==> src/rtl/ss_pkg.sv <==
package ss_pkg;

  // Base dwell per step: integer share of the tick budget.
  function automatic int unsigned base_dwell(input int unsigned steps,
                                             input int unsigned ticks);
    return ticks / steps;
  endfunction

  // Dwell of the last step: base dwell plus the leftover ticks.
  function automatic int unsigned last_dwell(input int unsigned steps,
                                             input int unsigned ticks);
    return (ticks / steps) + (ticks - (ticks / steps) * steps);
  endfunction

endpackage

==> src/rtl/ss_dwell_timer.sv <==
module ss_dwell_timer #(
  parameter int unsigned DWELL       = 16,
  parameter int unsigned FINAL_DWELL = 31,
  localparam int unsigned DW         = $clog2(FINAL_DWELL + 1)
) (
  input  logic clk,
  input  logic rst_n,
  input  logic clr,
  input  logic adv_en,
  input  logic last_step,
  output logic step_o
);

  localparam logic [DW-1:0] LIM_BASE = DW'(DWELL - 1);
  localparam logic [DW-1:0] LIM_LAST = DW'(FINAL_DWELL - 1);

  logic [DW-1:0] cnt_q, cnt_d;
  logic          cnt_en;
  logic [DW-1:0] limit;
  logic          at_limit;

  always_comb begin
    limit    = last_step ? LIM_LAST : LIM_BASE;
    at_limit = (cnt_q == limit);
    step_o   = adv_en && !clr && at_limit;
    cnt_en   = clr || adv_en;
    if (clr)           cnt_d = '0;
    else if (at_limit) cnt_d = '0;
    else               cnt_d = cnt_q + DW'(1);
  end

  always_ff @(posedge clk or negedge rst_n) begin
    if (!rst_n)      cnt_q <= '0;
    else if (cnt_en) cnt_q <= cnt_d;
  end

endmodule

==> src/rtl/ss_code_track.sv <==
module ss_code_track #(
  parameter int unsigned STEPS   = 127,
  localparam int unsigned CODE_W = $clog2(STEPS + 1)
) (
  input  logic              clk,
  input  logic              rst_n,
  input  logic              clr,
  input  logic              step_i,
  output logic [CODE_W-1:0] code_o,
  output logic              last_o,
  output logic              done_o
);

  localparam logic [CODE_W-1:0] CODE_TOP  = CODE_W'(STEPS);
  localparam logic [CODE_W-1:0] CODE_LAST = CODE_W'(STEPS - 1);

  logic [CODE_W-1:0] code_q, code_d;
  logic              done_q, done_d;
  logic              upd_en;

  always_comb begin
    upd_en = clr || step_i;
    if (clr) begin
      code_d = '0;
      done_d = 1'b0;
    end else begin
      code_d = code_q + CODE_W'(1);
      done_d = (code_d == CODE_TOP);
    end
  end

  always_ff @(posedge clk or negedge rst_n) begin
    if (!rst_n) begin
      code_q <= '0;
      done_q <= 1'b0;
    end else if (upd_en) begin
      code_q <= code_d;
      done_q <= done_d;
    end
  end

  assign code_o = code_q;
  assign done_o = done_q;
  assign last_o = (code_q == CODE_LAST);

endmodule

==> src/rtl/softstart_ref_stepper.sv <==
module softstart_ref_stepper #(
  parameter int unsigned STEPS      = 127,
  parameter int unsigned RAMP_TICKS = 2047,
  localparam int unsigned CODE_W    = $clog2(STEPS + 1)
) (
  input  logic              clk,
  input  logic              rst_n,
  input  logic              osc_tick,
  input  logic              restart_req,
  input  logic              hold_zero,
  output logic [CODE_W-1:0] ref_code,
  output logic              ramp_done
);

  import ss_pkg::*;

  localparam int unsigned DWELL_N = base_dwell(STEPS, RAMP_TICKS);
  localparam int unsigned DWELL_F = last_dwell(STEPS, RAMP_TICKS);

  logic clr;
  logic adv_en;
  logic step;
  logic last_step;
  logic done;

  assign clr    = restart_req || hold_zero;
  assign adv_en = osc_tick && !done;

  ss_dwell_timer #(
    .DWELL      (DWELL_N),
    .FINAL_DWELL(DWELL_F)
  ) i_dwell (
    .clk      (clk),
    .rst_n    (rst_n),
    .clr      (clr),
    .adv_en   (adv_en),
    .last_step(last_step),
    .step_o   (step)
  );

  ss_code_track #(
    .STEPS(STEPS)
  ) i_code (
    .clk   (clk),
    .rst_n (rst_n),
    .clr   (clr),
    .step_i(step),
    .code_o(ref_code),
    .last_o(last_step),
    .done_o(done)
  );

  assign ramp_done = done;

endmodule

==> config.mk <==
export PLATFORM = sky130hd
export DESIGN_NAME = softstart_ref_stepper
export DESIGN_NICKNAME = d
export VERILOG_FILES = /design/src/rtl/ss_pkg.sv /design/src/rtl/ss_dwell_timer.sv /design/src/rtl/ss_code_track.sv /design/src/rtl/softstart_ref_stepper.sv
export SDC_FILE = /design/constraint.sdc
export NUM_CORES = 1
export LEC_CHECK = 0
export ABC_CLOCK_PERIOD_IN_PS = 2160
export BUFFER_PORTS_ARGS = -buffer_cell sky130_fd_sc_hd__buf_4
export CAP_MARGIN = 10
export CORE_MARGIN = 2
export CORE_UTILIZATION = 33
export CTS_CLUSTER_DIAMETER = 100
export DETAILED_ROUTE_END_ITERATION = 7
export PLACE_DENSITY_LB_ADDON = 0.12
export SLEW_MARGIN = 20
export SYNTH_ARGS = -nofsm -noshare
export SYNTH_HDL_FRONTEND = slang
export SYNTH_SLANG_ARGS = --single-unit
export TNS_END_PERCENT = 5
==> constraint.sdc <==
create_clock -name clk -period 2.16 [get_ports clk]
set_input_delay 0.216 -clock clk [delete_from_list [all_inputs] [get_ports clk]]
set_output_delay 0.216 -clock clk [all_outputs]
set_load 0.02 [all_outputs]
# Word-level counts from Yosys, hierarchy flattened
# Cells that the tools add are included.
[word_totals]
regBits = 13
latch_bits = 0
ramBits = 0
rom_bits = 0
in_bits = 5
output_inout_bits = 8
elab_cells = 21
mem_count = 0
[op_classes]
add_sub_neg = 2
multipliers = 0
n_div = 0
magnitude_cmp = 0
eq_ne = 3
shifts = 0
n_mux = 5
bitwise_logic = 0
n_reduce_logical = 8
[ops]
columns = ["op", "n"]
rows = [
  ["5-bit 2-to-1 mux", 3],
  ["7-bit equality test (second input constant)", 2],
  ["7-bit by 1-bit adder with 7-bit output (second input constant)", 1],
  ["7-bit 2-to-1 mux", 1],
  ["5-bit by 1-bit adder with 5-bit output (second input constant)", 1],
  ["5-bit equality test", 1],
  ["1-bit logical AND", 3],
  ["1-bit logical OR", 3],
  ["1-bit logical NOT", 2],
  ["1-bit 2-to-1 mux", 1],
]

# Logic depth before layout (Yosys ltp)
# Gate-level depths: netlist of run 1.
[logic_depth]
word_depth = 5
ltp_mapped = 8
ltp_nobuf = 7

# Hierarchy
# A second synthesis of run 1 with hierarchy kept.
[unflattened]
hier_cells = 81
area_unflattened_um2 = 784.5
[modules_own_cells]
columns = ["mod", "instances", "cells_each", "area_per_inst_um2", "seq_area_each_um2"]
rows = [
  ["ss_code_track", 1, 45, 444.2, 200.2],
  ["ss_dwell_timer", 1, 34, 327.8, 125.1],
  ["softstart_ref_stepper", 1, 2, 12.5, 0.0],
]

# Worst setup path before layout of run 1
# Ideal clock, no wire load.
[synth_path]
path_type = "register to register"
from = "reg i_code.code_q[0] (netlist: i_code.code_o[0])"
to = "reg i_code.code_q[5] (netlist: i_code.code_o[5])"
t_arrival_ns = 1.830
setup_slack_ns = 0.211
path_stages_with_launch = 9
period_less_slack_ns = 1.949
path_cell_list = "dfrtp_1 inv_1 ha_1 nand2_1 or4_4 buf_6 nand2_4 a21oi_1 a31o_1"
[synth_via]
elab_chain_cells = 5
elab_cells_between_ends = 7
cone_classes = "add/sub: 1; eq/ne: 2; mux: 2; reduce/logical: 2"
[synth_lines]
columns = ["item", "line", "source"]
rows = [
  ["start: declaration", "ss_code_track.sv:17", "logic [CODE_W-1:0] code_q, code_d;"],
  ["start signal: assignment", "ss_code_track.sv:37", "code_q <= code_d;"],
  ["7-bit equality test", "ss_code_track.sv:44", "assign last_o = (code_q == CODE_LAST);"],
  ["5-bit 2-to-1 mux", "ss_dwell_timer.sv:23", "limit = last_step ? LIM_LAST : LIM_BASE;"],
  ["5-bit equality test", "ss_dwell_timer.sv:24", "at_limit = (cnt_q == limit);"],
  ["1-bit logical AND", "ss_dwell_timer.sv:25", "step_o = adv_en && !clr && at_limit;"],
  ["1-bit logical OR", "ss_code_track.sv:22", "upd_en = clr || step_i;"],
]
# Several ways; a longest one is shown, not always the timed one.
# A chain may end at the register's enable or synchronous reset.

# Worst setup path after layout of run 1
# Same ends and word-level chain as after synthesis.

==> out/qor.yml, run 1 <==
status: "completed"
drtPass1Iterations: 4
io_pins: 13
rsz0062_at_grt: "no"
ys_seq_elements: 13
grt_busiest_layer: "met1"
port_buffers: 12
gp_congestion: 0.7374
place_area_um2: 997.2
dp_slack_ns: 0.2282
finalCriticalPeriod_ns: 1.933
initial_core_util_pct: 35.39
syn-cell-area_um2: 884.6
hold_path_class: "in -> async"
syn2layout_area_growth_pct: 16.83
synth_warnings: 0
startpoint: "i_code.code_o[0]"
drt-total-wl_um: 1897
grt_usage_pct: 13.41
yosysUniqueCellTypes: 33
r2r_end: "i_code.code_o[5]"
cts_tree: "done"
syn_nets: 103
power_uw: 431.1
r2r_slack_ns: 0.23
via_count: 713
seq_area_frac_synth_pct: 36.78
ir_drop_mv: 0.2652
grt_pass1_vias: 676
met1_usage_pct: 19.08
n_antenna_cell: 0
cts_buffer_depth: 2
root_buffer: "clkbuf_4"
fmax_mhz: 517.4
grt_max_degree: 14
cp-endpoint: "i_code.code_o[5]"
clock-sinks: 13
finalSetupTns_ns: 0
postLayoutSetupSlackWorst_ns: 0.2272
syn_inst: 94
max_slew_margin_pct: 66.57
final_util_pct: 41.34
remaining_drc_errors: 0
cts_resized: 0
cp_data_required_time_ns: 2.34
fin_area_mm2: 0.001033
grt_remaining_overflow: 0
die_w_um: 55.78
synthFlopType: "dfrtp_1"
worst_pin_slew_ns: 0.4996
routedWlPerCell_um: 13.65
drtIter0Drc: 11
use_met3_pct: 2.093
die_area_mm2: 0.003111
clkTransAtPathRegs_ns: 0.09
worst_setup_path_start_kind: "flip-flop"
path_class: "reg -> reg"
use_met2_pct: 18.71
grt_pass1_wl_um: 3194
grt_antenna_before_repair: 0
arrival_ns: 2.11
viasPerCell: 5.129
dp_hpwl_um: 1385
path_max_fanout: 7
ff2ff_path_depth: 7
leakage_nw: 0.4169
end_kind: "flip-flop"
clkLatencyLatePin_ns: 0.28
drv_slew: 0
async_reset_ff_share_pct: 100.0
setup_violations: 0
core_area_mm2: 0.002500
core.rowCount: 18
r2r-start: "i_code.code_o[0]"
avgSynthCellArea_um2: 9.411
p_per_area_mw_per_mm2: 417.1
cap_violations: 0
htreeDepth: 1
hold_viol: 0
finalNetCount: 119
synth_edf_count: 0
cts_inserted_buffers: 3
dieHeight_um: 55.78
drtAntennaViolNets: 0
clock_skew_ns: 0.004577
drive_gt1_share_pct: 24.77
fin_crit_sh_pct: 89.48
[flip-flops by register name (all words and copies together), names as in the netlist]
| register | count |
|---|---|
| i_code.code_o | 7 |
| i_code.done_o | 1 |
| i_dwell.cnt_q | 5 |
[cell type report]
type	count	area (um2)
Fill cell	256	1466
Multi-Input combinational cell	74	518.0
Sequential cell	13	325.3
Timing Repair Buffer	15	115.1
Tap cell	30	37.54
Clock buffer	4	26.28
Inverter	3	11.26
[routing by layer]
layer  part of all wire [%]  vias up
met5                      0        -
met4                    2.1        0
met3                    2.8        4
met2                     43       10
met1                     52      340
li1                       -      359
[cells in the mapped netlist (2+ instances only)]
cell / instances / area [um2]
ha_1: 4 / 50.05
a21oi_2: 4 / 35.03
nor2b_1: 2 / 12.51
buf_4: 2 / 15.01
a31oi_1: 2 / 12.51
or2_2: 2 / 12.51
o21ai_0: 2 / 10.01
nand4_1: 2 / 12.51
xnor2_1: 8 / 70.07
nand2_1: 8 / 30.03
nor2_1: 11 / 41.29
a21oi_1: 4 / 20.02
inv_1: 3 / 11.26
nor3_1: 3 / 15.01
dfrtp_1: 13 / 325.3
nand3_1: 6 / 30.03
xor2_1: 2 / 17.52
[worst max-delay path, cell delays in order (launching register included)]
cell     delay [ns]
dfrtp_1        0.46
inv_1          0.11
ha_1           0.14
nand2_1        0.11
or4_4          0.63
nand2_4        0.14
a21oi_1        0.07
a31o_1         0.18
[cell usage in the layout, fill, tap and decap left out]
cell,Yosys,routed
nand3b_1,1,1
clkbuf_4,0,3
or4_1,1,1
a32o_1,1,1
o21ai_0,2,2
nand4_1,2,2
xor2_1,2,2
nand3_1,6,6
a21oi_1,4,4
or2_2,2,2
ha_1,4,4
buf_4,2,14
a31oi_1,2,2
clkbuf_1,1,1
or4_4,1,1
nor2b_1,2,2
nor2_1,11,11
nor3_1,3,3
nand2_1,8,8
dlygate4sd3_1,0,1
nand4_4,1,1
o21ai_1,1,1
o31ai_1,1,1
nor4b_1,1,1
nand4bb_1,1,1
xnor2_1,8,8
dfrtp_1,13,13
and3_1,1,1
a21oi_2,4,4
inv_1,3,3
nand2_4,1,1
o2111ai_4,1,1
nand2b_1,1,1
a31o_1,1,1
[timing repair]
action,4_1_cts,5_1_grt
buffers inserted,0,0
hold buffers,1,0
setup endpoints to repair,0,0
hold endpoints to repair,13,0
[through the flow]
stage / hold slack [ns] / std cells
after floorplan: -0.07959 / 94
after global placement: 0.07510 / 134
after detailed placement: 0.07711 / 134
after CTS: 0.3009 / 139
after global routing: 0.3279 / 139
final: 0.3096 / 139
[worst min-delay path by stage]
stage                                   to  slack (ns)  depth (start not counted)
after floorplan           i_code.code_o[0]       -0.08                          0
after global placement    i_code.code_o[2]        0.08                          1
after detailed placement  i_code.code_o[2]        0.08                          1
after CTS                 i_dwell.cnt_q[0]        0.30                          4
after global routing      i_code.code_o[3]        0.33                          2
final                     i_code.code_o[2]        0.31                          2
[cells by family (layout without fill, tap and decap cells)]
logic type | count (synthesis) | after routing | share of synthesized area [%]
compound gates | 17 | 17 | 15.28
fa+ha+maj | 4 | 4 | 5.658
simple gates | 43 | 43 | 27.72
xor+xnor | 10 | 10 | 9.902
flops | 13 | 13 | 36.77
buf+inv | 7 | 22 | 4.667
[power by group]
part	internal, mW	total, mW	leakage (nW)	switching [mW]
registers	0.244	0.246	0.181	0.00202
logic	0.0101	0.0274	0.221	0.0173
clock network	0.0717	0.157	0.0150	0.0856
total	0.326	0.431	0.417	0.105
(Power assumes the default switching activity.)
==> run 2: changes to the inputs <==
- CORE_ASPECT_RATIO: not set -> 2
- SKIP_LAST_GASP: not set -> 1
==> run 2 against run 1 <==
  * Maximum frequency about the same
  * Largest cell class unchanged
  * Routed wire length increased by 12%
  * Core utilization increased by 0.33 points
==> out/qor.yml, run 2 (same netlist as run 1, synthesis figures left out) <==
initial_core_util_pct: 34.86
cts_buffer_depth: 2
drtAntennaViolNets: 0
hold_path_class: "in -> async"
arrival_ns: 2.07
hold_viol: 0
final_util_pct: 41.67
leakage_nw: 0.4301
finalCriticalPeriod_ns: 1.931
end_kind: "flip-flop"
cap_violations: 0
dp_hpwl_um: 1624
layout_commonest_cell: "buf_4"
io_pins: 13
clkTransAtPathRegs_ns: 0.06
clock-sinks: 13
fin_crit_sh_pct: 89.42
fillCellCount: 260
gp_congestion: 0.7401
seqCellArea_um2: 325.3
syn2layout_area_growth_pct: 19.52
grt_pass1_vias: 756
status: "completed"
max_slew_margin_pct: 66.75
grt_usage_pct: 15.69
cts_resized: 0
p_per_area_mw_per_mm2: 465.3
multi_input_area_um2: 518.0
die_w_um: 40.61
core.rowCount: 26
fmax_mhz: 517.8
viasPerCell: 5.355
ctsHoldBuffers: 1
routedWlPerCell_um: 15.41
core_area_mm2: 0.002537
die_area_mm2: 0.003136
path_max_fanout: 7
via_count: 739
cts_setup_buffers: 0
grt_antenna_before_repair: 0
fin_area_mm2: 0.001057
startpoint: "i_code.code_o[0]"
r2r-start: "i_code.code_o[0]"
path_class: "reg -> reg"
port_buffers: 12
clock_skew_ns: 0.005082
grt_pass1_wl_um: 3381
drtPass1Iterations: 4
drive_gt1_share_pct: 25.45
n_antenna_cell: 0
finalNetCount: 120
remaining_drc_errors: 0
ir_drop_mv: 0.2341
largest_reg_flops: 7
drt-total-wl_um: 2126
finalSetupTns_ns: 0
grt_remaining_overflow: 0
root_buffer: "clkbuf_8"
worst_pin_slew_ns: 0.4969
cts_tree: "done"
clkLatencyLatePin_ns: 0.24
final_cell_mix: "buf_4 (15), dfrtp_1 (13), nor2_1 (11)"
cts_inserted_buffers: 3
htreeDepth: 1
worst_setup_path_start_kind: "flip-flop"
cp_data_required_time_ns: 2.30
setup_violations: 0
drtIter0Drc: 14
drv_slew: 0
grt_max_degree: 14
place_area_mm2: 0.001002
dieHeight_um: 77.22
rsz0062_at_grt: "no"
whs_ns: 0.3558
run 2: critical path, stage by stage, from the launching register on:
cell and delay, ns:
dfrtp_1 0.44, inv_1 0.10, ha_1 0.15, nand2_1 0.11, or4_4 0.62, nand2_4 0.15
a21oi_1 0.07, a31o_1 0.18
run 2: final cells by class:
| cell class | count | area share [%] |
|---|---|---|
| well taps | 28 | 3.314 |
| flip-flops and latches | 13 | 30.77 |
| clock buffers | 4 | 4.260 |
| multi-input cells | 74 | 48.99 |
| repair buffers | 16 | 11.60 |
| inverters | 3 | 1.065 |
run 2: power breakdown:
group	internal [mW]	switching [mW]
sequential	0.245	0.00210
combinational	0.0101	0.0177
clock	0.130	0.0869
run 2: path summary, 6_finish.rpt:
| path | to | slack, ns | depth (start not counted) |
|---|---|---|---|
| setup / recovery | i_code.code_o[5] | 0.23 | 7 |
| hold / removal | i_code.code_o[4] | 0.36 | 2 |
| setup reg to reg | i_code.code_o[5] | 0.23 | 7 |
| hold reg to reg | i_code.done_o | 0.58 | 1 |
| max in group asynchronous | i_dwell.cnt_q[2] | 1.63 | 2 |
| min in group clk | i_dwell.cnt_q[0] | 0.36 | 4 |
run 2: metal layers:
metal / track usage [%] / part of all wire, % / wire length [um] / up-vias
li1: - / - / - / 360
met1: 16.06 / 38 / 818 / 365
met2: 28.25 / 58 / 1229 / 10
met3: 1.734 / 1.9 / 41 / 4
met4: 7.000 / 1.8 / 38 / 0
met5: 0 / 0 / 0 / -
run 2: stage by stage:
step	total power, mW	setup slack [ns]	std cells
after floorplan	0.2627	0.2106	94
after global placement	0.2781	0.2573	133
after detailed placement	0.2786	0.2286	133
after CTS	0.5017	0.2232	138
after global routing	0.5168	0.1097	138
final	0.4919	0.2286	138
==> run 3: changes to the inputs <==
- ABC_AREA: not set -> 1
==> run 3 against run 2 <==
  * Synthesized cell count increased by 19%
  * Clock power rose by 5%
  * First-iteration DRC count up 36%
  * Critical path depth increased by 4
  * Via count up 1.6%
  * Total power up 10%
  * Count of clock-buffer cells in the layout did not move
  * Critical path type unchanged
  * Highest routed layer unchanged
==> out/qor.yml, run 3 <==
yosysMostFrequentCell: "nand2_1"
max_slew_margin_pct: 81.40
p_per_area_mw_per_mm2: 528.6
gp_congestion: 0.8230
via_count: 751
intPower_uw: 400.8
synth_common_cells: "nand2_1 (31), inv_1 (15), dfrtp_1 (13)"
drtIter0Drc: 19
path_class: "reg -> reg"
m1WireLength_um: 722
synthMuxAreaShare_pct: 0
seq_power_share_pct: 47.2
leakage_nw: 0.5027
final_util_pct: 40.86
ir_drop_mv: 0.3458
root_buffer: "clkbuf_8"
path_max_fanout: 15
viasPerCell: 4.814
drtAntennaViolNets: 0
syn2layout_area_growth_pct: 18.90
synth_adder_area_share_pct: 5.814
postLayoutSetupSlackWorst_ns: 0.5644
hold_path_class: "in -> async"
synth_top_area_share_pct: 37.79
clkLatencyLatePin_ns: 0.25
synth_top_family_by_area: "simple AND/OR/NAND/NOR gates"
initial_core_util_pct: 34.37
die_w_um: 40.12
dp_hpwl_um: 1453
cp_data_required_time_ns: 2.30
synth_compound_area_share_pct: 8.430
async_reset_ff_share_pct: 100.0
routedWlPerCell_um: 11.96
grt_pass1_wl_um: 2973
synthFlopType: "dfrtp_1"
cts_setup_buffers: 0
syn_nets: 121
synth-simple-area-share_pct: 34.45
grt_pass1_vias: 683
dp_slack_ns: 0.5608
grt_remaining_overflow: 0
cts_buffer_depth: 2
ff2ff_path_depth: 11
htreeDepth: 1
synth_area_leaders: "dfrtp_1 (38%), nand2_1 (14%), inv_1 (6.5%)"
synth_warnings: 0
status: "completed"
finalNetCount: 138
avgSynthCellArea_um2: 7.686
drv_slew: 0
cts_tree: "done"
arrival_ns: 1.74
cap_violations: 0
worst_pin_slew_ns: 0.2783
yosysUniqueCellTypes: 16
cts_inserted_buffers: 3
grt_usage_pct: 14.28
power_switching_share_pct: 25.91
clkPwrFrac_pct: 42.1
core.rowCount: 26
seq_area_frac_synth_pct: 37.79
drt-total-wl_um: 1866
dieHeight_um: 76.23
clock-sinks: 13
met2_length_um: 1044
clkTransAtPathRegs_ns: 0.06
grt_antenna_before_repair: 0
finalCriticalPeriod_ns: 1.596
hold_viol: 0
syn_inst: 112
pwr-share-comb_pct: 10.7
die_area_mm2: 0.003058
layout_commonest_cell: "nand2_1"
dr.max_layer_used: "met4"
core_area_mm2: 0.002505
fmax_mhz: 626.7
n_antenna_cell: 0
drive_gt1_share_pct: 21.88
synth_top_cell_by_area: "dfrtp_1"
wl_met3_um: 45
largest_reg_flops: 7
final_cell_mix: "nand2_1 (31), inv_1 (15), dfrtp_1 (13), buf_4 (13), nor2_1 (12)"
remaining_drc_errors: 0
fin_crit_sh_pct: 73.87
fillCellCount: 265
synth_xor_area_share_pct: 4.070
finalSetupTns_ns: 0
drtPass1Iterations: 4
worst_setup_path_start_kind: "flip-flop"
port_buffers: 12
io_pins: 13
end_kind: "flip-flop"
grt_max_degree: 16
setup_violations: 0
rsz0062_at_grt: "no"
syn-cell-area_um2: 860.8
power.switching_uw: 140.2
ys_seq_elements: 13
synth_edf_count: 0
clock_skew_ns: 0.001553
## run 3: stage by stage
| step | power [mW] | instance area (um2) | hold WS [ns] | instances |
|---|---|---|---|---|
| 2_1_floorplan | 0.2977 | 860.8 | -0.07959 | 112 |
| 3_3_place_gp | 0.3169 | 968.4 | 0.07924 | 151 |
| 3_5_place_dp | 0.3174 | 968.4 | 0.07929 | 151 |
| 4_1_cts | 0.5495 | 1023 | 0.3538 | 156 |
| 5_1_grt | 0.5661 | 1023 | 0.3777 | 156 |
| 6_report | 0.5410 | 1023 | 0.3517 | 156 |
## run 3: cell type report
class,count,area (um2),share of cell area [%]
clock buffer,4,45.04,4.401
inverter,15,56.30,5.501
multi-input combinational,82,454.2,44.38
sequential,13,325.3,31.78
tap,28,35.03,3.423
timing repair buffer,14,107.6,10.51
## run 3: cells by family (layout without fill, tap and decap cells)
logic type                 count (synthesis)  after routing
DFF                                       13             13
buffers and inverters                     17             33
AOI/OAI and AO/OA                         10             10
and+or+nand+nor                           64             64
xor gates and xnor gates                   4              4
adders and majority gates                  4              4
## run 3: final timing paths
| kind | startpoint | slack (ns) | endpoint |
|---|---|---|---|
| max | i_code.code_o[0] | 0.56 | i_code.code_o[6] |
| min in group clk | osc_tick | 0.36 | i_dwell.cnt_q[2] |
| max reg2reg | i_code.code_o[0] | 0.56 | i_code.code_o[6] |
| min | rst_n | 0.35 | i_code.code_o[1] |
| max in group asynchronous | rst_n | 1.64 | i_code.code_o[5] |
| min reg2reg | i_code.done_o | 0.52 | i_code.done_o |
## run 3: worst max-delay path, cell delays in order, from the launching register on
cell,delay (ns)
dfrtp_1,0.43
inv_1,0.12
ha_1,0.17
nand2_1,0.05
nor2_1,0.08
nand3_1,0.08
nand3_2,0.12
nand2_4,0.07
nand2_4,0.17
inv_1,0.09
nand2_1,0.06
nand2_1,0.04
## run 3: timing repair
item,in CTS,in global routing
endpoints found under the hold margin,13,0
gates resized for setup,0,0
hold buffers,1,0
## run 3: metal layers
metal	up-vias	track usage, %
li1	387	-
met5	-	0
met2	16	23.71
met4	0	8.276
met3	5	2.624
met1	343	15.24
## run 3: power groups by stage
| stage | Clock, mW | Sequential [mW] | Combinational, mW |
|---|---|---|---|
| after floorplan | 0 | 0.262 | 0.0359 |
| after global placement | 0 | 0.259 | 0.0578 |
| after detailed placement | 0 | 0.260 | 0.0579 |
| after CTS | 0.235 | 0.255 | 0.0595 |
| after global routing | 0.244 | 0.256 | 0.0662 |
| final | 0.228 | 0.255 | 0.0582 |
